[src/rtl/lrsc_pkg.sv]
package lrsc_pkg;

   // size code of a full word access (log2 of bytes)
   localparam logic [1:0] SZC_WORD = 2'd2;

   typedef struct packed {
      logic       excl;   // exclusive modifier honoured
      logic       rev;    // byte-reverse modifier honoured
      logic       imm;    // immediate form
      logic [1:0] szc;    // effective size code after forcing
   } dec_t;

endpackage

[src/rtl/lrsc_decode.sv]
module lrsc_decode
   import lrsc_pkg::*;
#(
   parameter int IW       = 32,
   parameter int AW       = 32,
   parameter int EXCL_BIT = 10,
   parameter int REV_BIT  = 9,
   parameter int IMM_BIT  = 29,
   parameter int SZ_LSB   = 26
) (
   input  logic [IW-1:0] insn,
   input  logic [AW-1:0] addr,
   output dec_t          dec,
   output logic [AW-1:0] eff_addr,
   output logic          misal
);
   localparam int WOFF  = int'(SZC_WORD);   // byte offset bits within a word
   localparam int LOW_W = 3;                // offset bits examined for size codes 0..3

   generate
      if (EXCL_BIT >= IW || REV_BIT >= IW || IMM_BIT >= IW || SZ_LSB + 1 >= IW) begin : g_bad_pos
         $error("lrsc_decode: instruction field position outside word");
      end
      if (AW <= LOW_W) begin : g_bad_aw
         $error("lrsc_decode: address width too small");
      end
   endgenerate

   logic       imm_form;
   logic [1:0] raw_szc;
   logic [1:0] acc_szc;
   logic       excl;
   logic [LOW_W-1:0] off_mask;

   assign imm_form = insn[IMM_BIT];
   assign raw_szc  = insn[SZ_LSB +: 2];
   assign excl     = !imm_form && insn[EXCL_BIT];
   assign acc_szc  = excl ? SZC_WORD : raw_szc;

   // one mask bit per offset bit: set when the access spans beyond it
   generate
      for (genvar i = 0; i < LOW_W; i++) begin : g_mask
         assign off_mask[i] = (int'(acc_szc) > i);
      end
   endgenerate

   always_comb begin
      dec.excl = excl;
      dec.rev  = !imm_form && insn[REV_BIT];
      dec.imm  = imm_form;
      dec.szc  = acc_szc;
      eff_addr = addr;
      if (excl) eff_addr[WOFF-1:0] = '0;
      misal    = !excl && |(addr[LOW_W-1:0] & off_mask);
   end

endmodule

[src/rtl/lrsc_resv.sv]
module lrsc_resv #(
   parameter int AW           = 32,
   parameter bit EXPLICIT_GRD = 1'b1   // 1: guard compare against the empty sentinel
) (
   input  logic          clk,
   input  logic          rst_n,
   input  logic          clr,
   input  logic          set,
   input  logic [AW-1:0] set_addr,
   input  logic [AW-1:0] cmp_addr,
   output logic          match
);
   localparam logic [AW-1:0] EMPTY = '1;

   logic [AW-1:0] resv_q;

   always_ff @(posedge clk or negedge rst_n) begin
      if (!rst_n)   resv_q <= EMPTY;
      else if (clr) resv_q <= EMPTY;
      else if (set) resv_q <= set_addr;
   end

   generate
      if (EXPLICIT_GRD) begin : g_guard
         assign match = (resv_q != EMPTY) && (resv_q == cmp_addr);
      end else begin : g_plain
         // aligned addresses never equal the all-ones sentinel
         assign match = (resv_q == cmp_addr);
      end
   endgenerate


   trap_clears_chk: assert property (@(posedge clk) disable iff (!rst_n)
      clr |=> (resv_q == EMPTY));


   resv_load_chk: assert property (@(posedge clk) disable iff (!rst_n)
      (set && !clr) |=> (resv_q == $past(set_addr)));

endmodule

[src/rtl/lrsc_gate.sv]
module lrsc_gate #(
   parameter int AW = 32,
   parameter int DW = 32
) (
   input  logic          clk,
   input  logic          rst_n,
   input  logic          valid,
   input  logic          store,
   input  logic          excl,
   input  logic          misal,
   input  logic          match,
   input  logic [AW-1:0] eff_addr,
   input  logic [DW-1:0] wdata,
   output logic          mem_req,
   output logic          mem_we,
   output logic [AW-1:0] mem_addr,
   output logic [DW-1:0] mem_wdata,
   output logic          cf_we,
   output logic          cf_val
);
   logic refused;

   assign refused   = valid && store && excl && !match;
   assign mem_req   = valid && !misal && !refused;
   assign mem_we    = mem_req && store;
   assign mem_addr  = eff_addr;
   assign mem_wdata = wdata;
   assign cf_we     = valid && excl;
   assign cf_val    = store && !match;


   fail_nostrobe_chk: assert property (@(posedge clk) disable iff (!rst_n)
      (cf_we && cf_val) |-> (!mem_req && !mem_we));


   pass_writes_chk: assert property (@(posedge clk) disable iff (!rst_n)
      (cf_we && !cf_val && store) |-> mem_we);


   fault_nostrobe_chk: assert property (@(posedge clk) disable iff (!rst_n)
      (valid && misal) |-> !mem_req);

endmodule

[src/rtl/lrsc_monitor.sv]
module lrsc_monitor
   import lrsc_pkg::*;
#(
   parameter int IW       = 32,
   parameter int AW       = 32,
   parameter int DW       = 32,
   parameter int EXCL_BIT = 10,
   parameter int REV_BIT  = 9,
   parameter int IMM_BIT  = 29,
   parameter int SZ_LSB   = 26
) (
   input  logic          clk,
   input  logic          rst_n,
   input  logic          trap_take,
   input  logic          req_valid,
   input  logic          req_store,
   input  logic [IW-1:0] req_insn,
   input  logic [AW-1:0] req_addr,
   input  logic [DW-1:0] req_wdata,
   output logic          mem_req,
   output logic          mem_we,
   output logic [AW-1:0] mem_addr,
   output logic [DW-1:0] mem_wdata,
   output logic [1:0]    mem_size,
   output logic          mem_rev,
   output logic          align_fault,
   output logic          cf_we,
   output logic          cf_val
);
   generate
      if (DW != 8 * (1 << int'(SZC_WORD))) begin : g_bad_dw
         $error("lrsc_monitor: data width must match the word size code");
      end
   endgenerate

   dec_t          dec;
   logic [AW-1:0] eff_addr;
   logic          misal;
   logic          match;
   logic          resv_set;

   lrsc_decode #(
      .IW(IW), .AW(AW), .EXCL_BIT(EXCL_BIT), .REV_BIT(REV_BIT),
      .IMM_BIT(IMM_BIT), .SZ_LSB(SZ_LSB)
   ) u_dec (
      .insn     (req_insn),
      .addr     (req_addr),
      .dec      (dec),
      .eff_addr (eff_addr),
      .misal    (misal)
   );

   assign resv_set = req_valid && !req_store && dec.excl;

   lrsc_resv #(.AW(AW)) u_resv (
      .clk      (clk),
      .rst_n    (rst_n),
      .clr      (trap_take),
      .set      (resv_set),
      .set_addr (eff_addr),
      .cmp_addr (eff_addr),
      .match    (match)
   );

   lrsc_gate #(.AW(AW), .DW(DW)) u_gate (
      .clk       (clk),
      .rst_n     (rst_n),
      .valid     (req_valid),
      .store     (req_store),
      .excl      (dec.excl),
      .misal     (misal),
      .match     (match),
      .eff_addr  (eff_addr),
      .wdata     (req_wdata),
      .mem_req   (mem_req),
      .mem_we    (mem_we),
      .mem_addr  (mem_addr),
      .mem_wdata (mem_wdata),
      .cf_we     (cf_we),
      .cf_val    (cf_val)
   );

   assign mem_size    = dec.szc;
   assign mem_rev     = dec.rev;
   assign align_fault = req_valid && misal;


   excl_aligned_chk: assert property (@(posedge clk) disable iff (!rst_n)
      (mem_req && cf_we) |-> (mem_addr[1:0] == 2'b00 && !align_fault));


   excl_word_chk: assert property (@(posedge clk) disable iff (!rst_n)
      cf_we |-> (mem_size == SZC_WORD));


   plain_nocarry_chk: assert property (@(posedge clk) disable iff (!rst_n)
      (mem_req && !cf_we) |-> (mem_addr == req_addr));

endmodule

[config.mk]
export PLATFORM = sky130hd
export DESIGN_NAME = lrsc_monitor
export DESIGN_NICKNAME = d
export VERILOG_FILES = /design/src/rtl/lrsc_pkg.sv /design/src/rtl/lrsc_decode.sv /design/src/rtl/lrsc_resv.sv /design/src/rtl/lrsc_gate.sv /design/src/rtl/lrsc_monitor.sv
export SDC_FILE = /design/constraint.sdc
export NUM_CORES = 1
export LEC_CHECK = 0
export BUFFER_PORTS_ARGS = -buffer_cell sky130_fd_sc_hd__buf_2
export CAP_MARGIN = 0
export CORE_MARGIN = 5
export CORE_UTILIZATION = 41
export DETAILED_ROUTE_END_ITERATION = 10
export PLACE_DENSITY = 0.81
export SLEW_MARGIN = 10
export SYNTH_ARGS = -nofsm -noshare
export SYNTH_HDL_FRONTEND = slang
export SYNTH_SLANG_ARGS = --single-unit
[constraint.sdc]
create_clock -name clk -period 1.9 [get_ports clk]
set_input_delay 0.095 -clock clk [delete_from_list [all_inputs] [get_ports clk]]
set_output_delay 0.095 -clock clk [all_outputs]
set_load 0.1 [all_outputs]
==> flow_summary.ini, run 1 <==
[status]
status = complete, but fails checks
violations = setup timing

[route]
viasPerCell = 5.061
routed_wl_mm = 5.894
ant_nets = 0
drt_pre_antenna_iters = 4
via_count = 1827
drc = 0
drtIter0Drc = 153
wire_per_inst_um = 16.33

[grt]
antenna_found_initial = 0
grt_pass1_vias = 1817
grtUsageTotal = 0.1568
grt-ovfl-total = 0
grt_pass1_wl_mm = 8.976
grt_max_degree = 33

[logic_synthesis]
synthDistinctLibCells = 26
synth_area_leader_cell = dfstp_2
yosysSeqAreaShare = 0.3533
avgSynthCellArea_um2 = 9.753
ys_seq_elements = 32
netlist_area_um2 = 2380
synth_nets = 345
yosys-top-cells-area = dfstp_2, buf_4, xnor2_1, a211o_1, and2_1
syn-instance-count = 244
yosys_warnings = 0
yosysTopAreaCellShare = 0.3533

[setup_path]
crit_type = register to primary output
path_cells = xnor2_2, nand4_1, nor4_2, nand4_1, a311oi_2, buf_12
critPathMaxFanout = 3
cpMaxStageDelayCell = dfstp_2
worstSetupEndpointType = primary output
cp-start-kind = register
worstPathArrival_ns = 2.19
path_buf_inv = 1
path_delay_family = simple AND/OR/NAND/NOR gates
crit_top_cell = nand4_1
critPathRequiredTime_ns = 1.80
cp_slowest_stage_delay_ns = 0.55

[pwr]
seqPwrFrac = 0.373
leakagePower_uw = 0.001207
intPower_uw = 1217
p_sw_uw = 775.8
sw_frac_of_total = 0.3892
powerDensity_nw_per_um2 = 715.6
peakVddDrop_mv = 0.4028
combPwrFrac = 0.356
clock_power_share = 0.271

[die]
num_rows = 27
core_um2 = 5574
io_pins = 173
start_util = 0.4269
dieHeight_um = 86.19
dieWidth_um = 86.19
die_area_um2 = 7428

[cts]
clock-sinks = 32
ctsLongestPathBuffers = 2
numCtsBuffers = 5
clk_latency_ns = 0.28
cts.clk_slew.worst_paths_ns = 0.06
ctsHoldBuffers = 0
post_cts_buffers = 0
cts_root_buf = clkbuf_8
cts_max_level = 2
tritoncts = yes

[finish]
area_delta_synth_final_pct = 17.03
reg.largest.list = u_resv.resv_q: 32 flops
nets = 389
final_cells = 361
drive_gt1_frac = 0.5467
diodes = 0
regMostFlops = u_resv.resv_q
largest_reg_flops = 32
fillers = 507

[sta]
hold-worst-slack_ns = 0.05577
skew_ns = 0
rsz0062_at_grt = true
fin_ws_ns = -0.3808
drv_slew = 0
setup_viol = 3
relSlewSlack = 0.5245
post-route-period-util = 1.200
setup_tns_ns = -1.001
tightest_slew_ns = 0.7132
fmax_mhz = 438.4
hold_viol = 0
layout_min_cycle_time_ns = 2.281

[hold_path]
hp-class = primary input to register

[place]
gp_congestion = 0.8176
dp.cells = 353
portBuffers = 81
dp_slack_ns = -0.1737
dp_hpwl_mm = 4.461

[run]
max-cap-violations = 0
## cell usage after synthesis
library cell and count:
a2111oi_0 1, a211o_1 30, a211oi_1 1, a21o_1 2
a311oi_1 1, a31oi_1 1, and2_0 4, and2_1 31
buf_2 3, buf_4 62, buf_6 1, clkbuf_1 6
dfstp_2 32, inv_2 1, nand2_1 4, nand2b_1 1
nand2b_4 1, nand4_1 16, nor2_1 5, nor2b_1 2
nor3_1 1, nor4_1 4, nor4bb_1 1, o32ai_1 1
or3_1 1, xnor2_1 31
## placed cells by master (no fill, tap or decap), types with 2 or more instances in the layout
cell type and count:
buf_12 5, buf_4 27, nand2_1 4, nor2b_1 2
clkbuf_1 2, clkbuf_8 6, nor4_2 3, and2_1 30
buf_2 77, nand4_1 16, xnor2_1 29, and2_0 4
a21o_1 2, a211o_1 30, dfstp_2 32, nor2_1 5
xnor2_2 2
## what timing repair did
item                                    4_1_cts  5_1_grt
endpoints found under the setup margin        3        3
gates cloned                                  0        0
pin swaps                                     6        0
endpoints found under the hold margin         0        0
resized for setup                             5        1
## metrics by stage
| step | total power, uW | util | cell area [um2] |
|---|---|---|---|
| 6_report | 1993 | 0.4997 | 2785 |
| 5_1_grt | 2085 | 0.4997 | 2785 |
| 4_1_cts | 2015 | 0.4985 | 2779 |
| 3_5_place_dp | 1456 | 0.4765 | 2656 |
| 3_3_place_gp | 1447 | 0.4765 | 2656 |
| 2_1_floorplan | 1606 | - | 2387 |
## power groups by stage
stage	combinational, uW	sequential, uW	clock [uW]
floorplan	853	753	0
global placement	696	751	0
detailed placement	702	754	0
CTS	712	744	559
global route	744	748	594
finish	709	744	540
## kinds of logic after synthesis
logic type / Yosys count / synth area share
flops: 32 / 0.3533
simple gates: 71 / 0.1814
buf+inv: 73 / 0.2177
compound gates: 37 / 0.1335
xor+xnor: 31 / 0.1141
## worst register-to-register path: cells and delay by family, from the launching register on
family,cells,cell delay [ns]
buffers and inverters,1,0.13
AOI/OAI and AO/OA,1,0.27
and+or+nand+nor,1,0.13
DFF,1,0.38
## worst paths after layout
kind	from	to	slack [ns]	depth (start not counted)
min	req_addr[17]	u_resv.resv_q[17]	0.06	2
max in group asynchronous	rst_n	u_resv.resv_q[21]	1.62	1
min reg2reg	u_resv.resv_q[1]	u_resv.resv_q[1]	0.54	1
min in group asynchronous	rst_n	u_resv.resv_q[29]	0.24	1
max reg2reg	u_resv.resv_q[13]	u_resv.resv_q[13]	0.92	3
max	u_resv.resv_q[7]	mem_req	-0.38	6
## per-layer routing
metal / vias to the layer above / GRT usage / part of all wire
met3: 18 / 0.05038 / 0.095
met5: - / 0 / 0
met1: 862 / 0.1809 / 0.40
li1: 870 / - / -
met4: 0 / 0.07932 / 0.025
met2: 77 / 0.2607 / 0.48
## cell type report
| type | count | area [um2] | share of cell area |
|---|---|---|---|
| Sequential cell | 32 | 840.8 | 0.3019 |
| Multi-Input combinational cell | 139 | 1072 | 0.3850 |
| Clock buffer | 8 | 90.09 | 0.03235 |
| Inverter | 1 | 3.754 | 0.001348 |
| Timing Repair Buffer | 109 | 688.2 | 0.2471 |
| Tap cell | 72 | 90.09 | 0.03235 |
Note: power is estimated with default switching activity, not from simulation.
==> run 2: changes to the inputs <==
==> constraint.sdc (replaced) <==
create_clock -name clk -period 1.9 [get_ports clk]
set_input_delay 0.475 -clock clk [delete_from_list [all_inputs] [get_ports clk]]
set_output_delay 0.475 -clock clk [all_outputs]
set_load 0.1 [all_outputs]
==> run 2 against run 1 <==
Against the previous run: the run still ends with setup timing left; combinational power is 14% higher; final cell count grew 3.9%; die area unchanged; clock power about the same; sequential power about the same; core utilization rose by 6.9 points; sequential share of layout area is 3.7 points lower; global-route usage up 1.4 points; clock skew is the same; register-to-register slack is essentially flat; clock-buffer cell count unchanged; critical path type unchanged; largest cell class unchanged.
==> flow_summary.ini, run 2 (same netlist as run 1, synthesis figures left out) <==
[status]
status = complete, but fails checks
violations = setup timing

[run]
max-cap-violations = 0

[die]
core_um2 = 5574
start_util = 0.4269
io_pins = 173
dieHeight_um = 86.19
die_area_um2 = 7428
num_rows = 27
dieWidth_um = 86.19

[finish]
final_util = 0.5686
regMostFlops = u_resv.resv_q
mostFrequentLayoutCells = buf_2, buf_4, dfstp_2
reg.largest.list = u_resv.resv_q: 32 flops
largest_reg_flops = 32
drive_gt1_frac = 0.5941
layout_commonest_cell = buf_2
design_area_um2 = 3169
area_delta_synth_final_pct = 33.18
nets = 403
fillers = 468
diodes = 0
final_cells = 375

[sta]
fin_ws_ns = -0.7627
rsz0062_at_grt = true
drv_slew = 0
relSlewSlack = 0.5241
tightest_slew_ns = 0.7138
hold_viol = 0
layout_min_cycle_time_ns = 2.663
setup_tns_ns = -2.307
skew_ns = 0
post-route-period-util = 1.401
setup_viol = 4
fmax_mhz = 375.6

[route]
drt_pre_antenna_iters = 4
drtIter0Drc = 119
viasPerCell = 5.147
ant_nets = 0
drc = 0
routed_wl_mm = 6.344
wire_per_inst_um = 16.92
via_count = 1930

[place]
dp_hpwl_mm = 4.899
dp.cells = 364
portBuffers = 81
gp_congestion = 0.8588
place_area_um2 = 2928

[setup_path]
cp-start-kind = register
critPathRequiredTime_ns = 1.42
worstSetupEndpointType = primary output
crit_type = register to primary output
worstPathArrival_ns = 2.19
r2r_setup_slack_ns = 0.92
critPathMaxFanout = 3

[cts]
numCtsBuffers = 5
clock-sinks = 32
tritoncts = yes
ctsLongestPathBuffers = 2
cts_root_buf = clkbuf_8
clk_latency_ns = 0.29
cts.clk_slew.worst_paths_ns = 0.07
cts_max_level = 2
ctsHoldBuffers = 0

[pwr]
leakagePower_uw = 0.001384
peakVddDrop_mv = 0.3772
powerDensity_nw_per_um2 = 661.9

[grt]
grt_pass1_wl_mm = 10.05
antenna_found_initial = 0
grt-ovfl-total = 0
grt_max_degree = 33
grtUsageTotal = 0.1705
grt_pass1_vias = 2072

[hold_path]
hp-class = primary input to register
[run 2: area by class of cell]
type                            count  area (um2)  share of cell area
Clock buffer                        8       90.09             0.02842
Inverter                            1       3.754            0.001184
Multi-Input combinational cell    139        1131              0.3569
Sequential cell                    32       840.8              0.2653
Tap cell                           72       90.09             0.02842
Timing Repair Buffer              123        1013              0.3198
[run 2: final timing paths]
kind,startpoint,to,cells after the start
worst max-delay path,u_resv.resv_q[28],mem_req,6
worst min-delay path,req_addr[17],u_resv.resv_q[17],3
worst max register to register,u_resv.resv_q[12],u_resv.resv_q[12],3
worst min register to register,u_resv.resv_q[1],u_resv.resv_q[1],1
max in group asynchronous,rst_n,u_resv.resv_q[18],1
min in group asynchronous,rst_n,u_resv.resv_q[13],1
[run 2: report_power, final]
group	leakage [uW]	switching, uW	internal [uW]
clock network	0.0000455	246	295
registers	0.000337	21.5	726
logic	0.00100	535	275
total	0.00138	803	1300
[run 2: timing repair]
action	4_1_cts	5_1_grt
setup buffers	4	0
resized for setup	22	4
pin swaps	7	3
setup endpoints to repair	4	4
[run 2: through the flow]
step / worst slack [ns] / total power (uW) / hold slack, ns
floorplan: -1.955 / 1609 / 0.3272
global placement: -0.7120 / 1521 / 0.5270
detailed placement: -0.7971 / 1531 / 0.5298
CTS: -0.7782 / 2112 / 0.5157
global route: -0.9343 / 2176 / 0.5231
finish: -0.7627 / 2098 / 0.5222
[run 2: critical path: stages (launching register included)]
cell and delay [ns]:
dfstp_2 0.55, xnor2_1 0.13, nand4_1 0.15, nor4_2 0.29, nand4_1 0.20, a311oi_2 0.36, buf_12 0.22
[run 2: per-layer routing]
layer / routed length [um] / vias to the layer above / global-route usage
li1: - / 901 / -
met1: 2503 / 921 / 0.2015
met2: 3138 / 93 / 0.2922
met3: 568 / 15 / 0.04087
met4: 133 / 0 / 0.07790
met5: 0 / - / 0
==> run 3: changes to the inputs <==
- CORE_UTILIZATION: 41 -> 25
- PLACE_DENSITY: 0.81 -> unset
==> run 3 against run 2 <==
Against the previous run: the flow still finishes with violations (setup timing); design area is 2.8% higher; clock power is 23% higher; die area is 56% higher; sequential share of layout area is 0.71 points lower; clock skew stayed put; final cell count is 16% higher; clock-buffer cell count is 3 lower; maximum frequency is 4.3% lower; non-clock buffer count is 4 higher; critical endpoint unchanged; largest power group unchanged.
==> flow_summary.ini, run 3 (same netlist as run 1, synthesis figures left out) <==
[setup_path]
cp_slowest_stage_delay_ns = 0.54
path_cells = xnor2_1, nand4_1, nor4_2, nand4_1, a311oi_2, buf_12
crit_type = register to primary output
critPathRequiredTime_ns = 1.42
rr_endpoint = u_resv.resv_q[17]
cpMaxStageDelayCell = dfstp_2
r2r-start = u_resv.resv_q[17]
worstPathArrival_ns = 2.31
critPathMaxFanout = 3
worstSetupEndpointType = primary output
r2r_setup_slack_ns = 0.93
crit_top_cell = nand4_1
reg2regPathDepth = 3
cp-start-kind = register

[finish]
largest_reg_flops = 32
layout_commonest_cell = buf_2
diodes = 0
area_delta_synth_final_pct = 36.86
fillers = 934
drive_gt1_frac = 0.6026
final_cells = 436
nets = 407
regMostFlops = u_resv.resv_q
mostFrequentLayoutCells = buf_2, buf_4, dfstp_2
reg.largest.list = u_resv.resv_q: 32 flops
final_util = 0.3525

[sta]
hold-worst-slack_ns = 0.4629
post-route-period-util = 1.465
layout_min_cycle_time_ns = 2.783
hold_viol = 0
skew_ns = 0
fmax_mhz = 359.4
setup_viol = 4
relSlewSlack = 0.5145
tightest_slew_ns = 0.7283
rsz0062_at_grt = true
fin_ws_ns = -0.8826
drv_slew = 0

[route]
viasPerCell = 4.385
ant_nets = 0
wire_per_inst_um = 14.97
drc = 0
routed_wl_mm = 6.527
drt_pre_antenna_iters = 4
via_count = 1912
drtIter0Drc = 74

[hold_path]
hold_depth = 2
worstHoldStart = req_addr[11]
hp-class = primary input to register
whs_endpoint = u_resv.resv_q[11]

[grt]
grt_pass1_vias = 1957
grt_max_degree = 33
grtUsageTotal = 0.1127
grt_pass1_wl_mm = 10.18
grt-ovfl-total = 0
antenna_found_initial = 0

[place]
dp_hpwl_mm = 4.893
portBuffers = 81
gp_congestion = 0.7835
dp.cells = 419
dp_slack_ns = -0.7620

[pwr]
powerDensity_nw_per_um2 = 678.5
combPwrFrac = 0.362
sw_frac_of_total = 0.3745
leakagePower_uw = 0.001390
peakVddDrop_mv = 0.4145
seqPwrFrac = 0.337
intPower_uw = 1382
clock_power_share = 0.301
p_sw_uw = 827.7

[cts]
numCtsBuffers = 5
tritoncts = yes
clk_latency_ns = 0.29
clock-sinks = 32
cts_max_level = 2
cts.clk_slew.worst_paths_ns = 0.07
cts_root_buf = clkbuf_8
ctsLongestPathBuffers = 2

[die]
dieHeight_um = 107.6
num_rows = 35
io_pins = 173
dieWidth_um = 107.6
start_util = 0.2575
core_um2 = 9240
die_area_um2 = 11570

[status]
status = complete, but fails checks
violations = setup timing

[run]
max-cap-violations = 0
-- run 3: what timing repair did --
action	in CTS	in global routing
pin swaps	11	8
gates resized for setup	16	6
setup endpoints to repair	4	4
hold buffers	0	0
buffers inserted	7	3
hold endpoints to repair	0	0
-- run 3: layer usage --
metal	global-route usage	share of wire
met2	0.1776	0.47
met5	0	0
met4	0.05140	0.030
met3	0.02819	0.072
met1	0.1445	0.43
-- run 3: power by group through the flow --
stage	clock network [uW]	logic (uW)	registers [uW]
2_1_floorplan	0	856	753
3_3_place_gp	0	765	753
3_5_place_dp	0	768	755
4_1_cts	681	798	744
5_1_grt	717	841	748
6_report	664	801	745
-- run 3: through the flow --
stage          cell area [um2]  power, uW  TNS [ns]
6_report                  3257       2210    -2.614
4_1_cts                   3211       2223    -2.687
3_5_place_dp              2964       1523    -2.481
2_1_floorplan             2396       1609    -3.367
3_3_place_gp              2964       1518    -2.596
5_1_grt                   3257       2306    -3.090
-- run 3: how the worst max path moves through the flow --
stage                            from      end  slack (ns)  cells past startpoint
floorplan           u_resv.resv_q[15]   mem_we       -1.95                      5
global placement         req_addr[30]  mem_req       -0.76                      7
detailed placement       req_addr[29]  mem_req       -0.76                      7
CTS                 u_resv.resv_q[15]  mem_req       -0.87                      6
global route        u_resv.resv_q[29]  mem_req       -1.02                      6
finish              u_resv.resv_q[25]  mem_req       -0.88                      6
-- run 3: cell type report --
cell class	count	area [um2]	area share
clock inverters	3	42.54	0.01306
repair buffers	127	1016	0.3119
flip-flops and latches	32	840.8	0.2582
well taps	129	161.4	0.04956
clock buffers	5	68.82	0.02113
inverters	1	3.754	0.001153
multi-input cells	139	1124	0.3450
-- run 3: worst max-delay path, delay by kind of cell (launching register included) --
kind,cells,cell delay (ns)
xor+xnor,1,0.13
buf+inv,1,0.22
compound gates,1,0.42
flops,1,0.54
simple gates,3,0.71
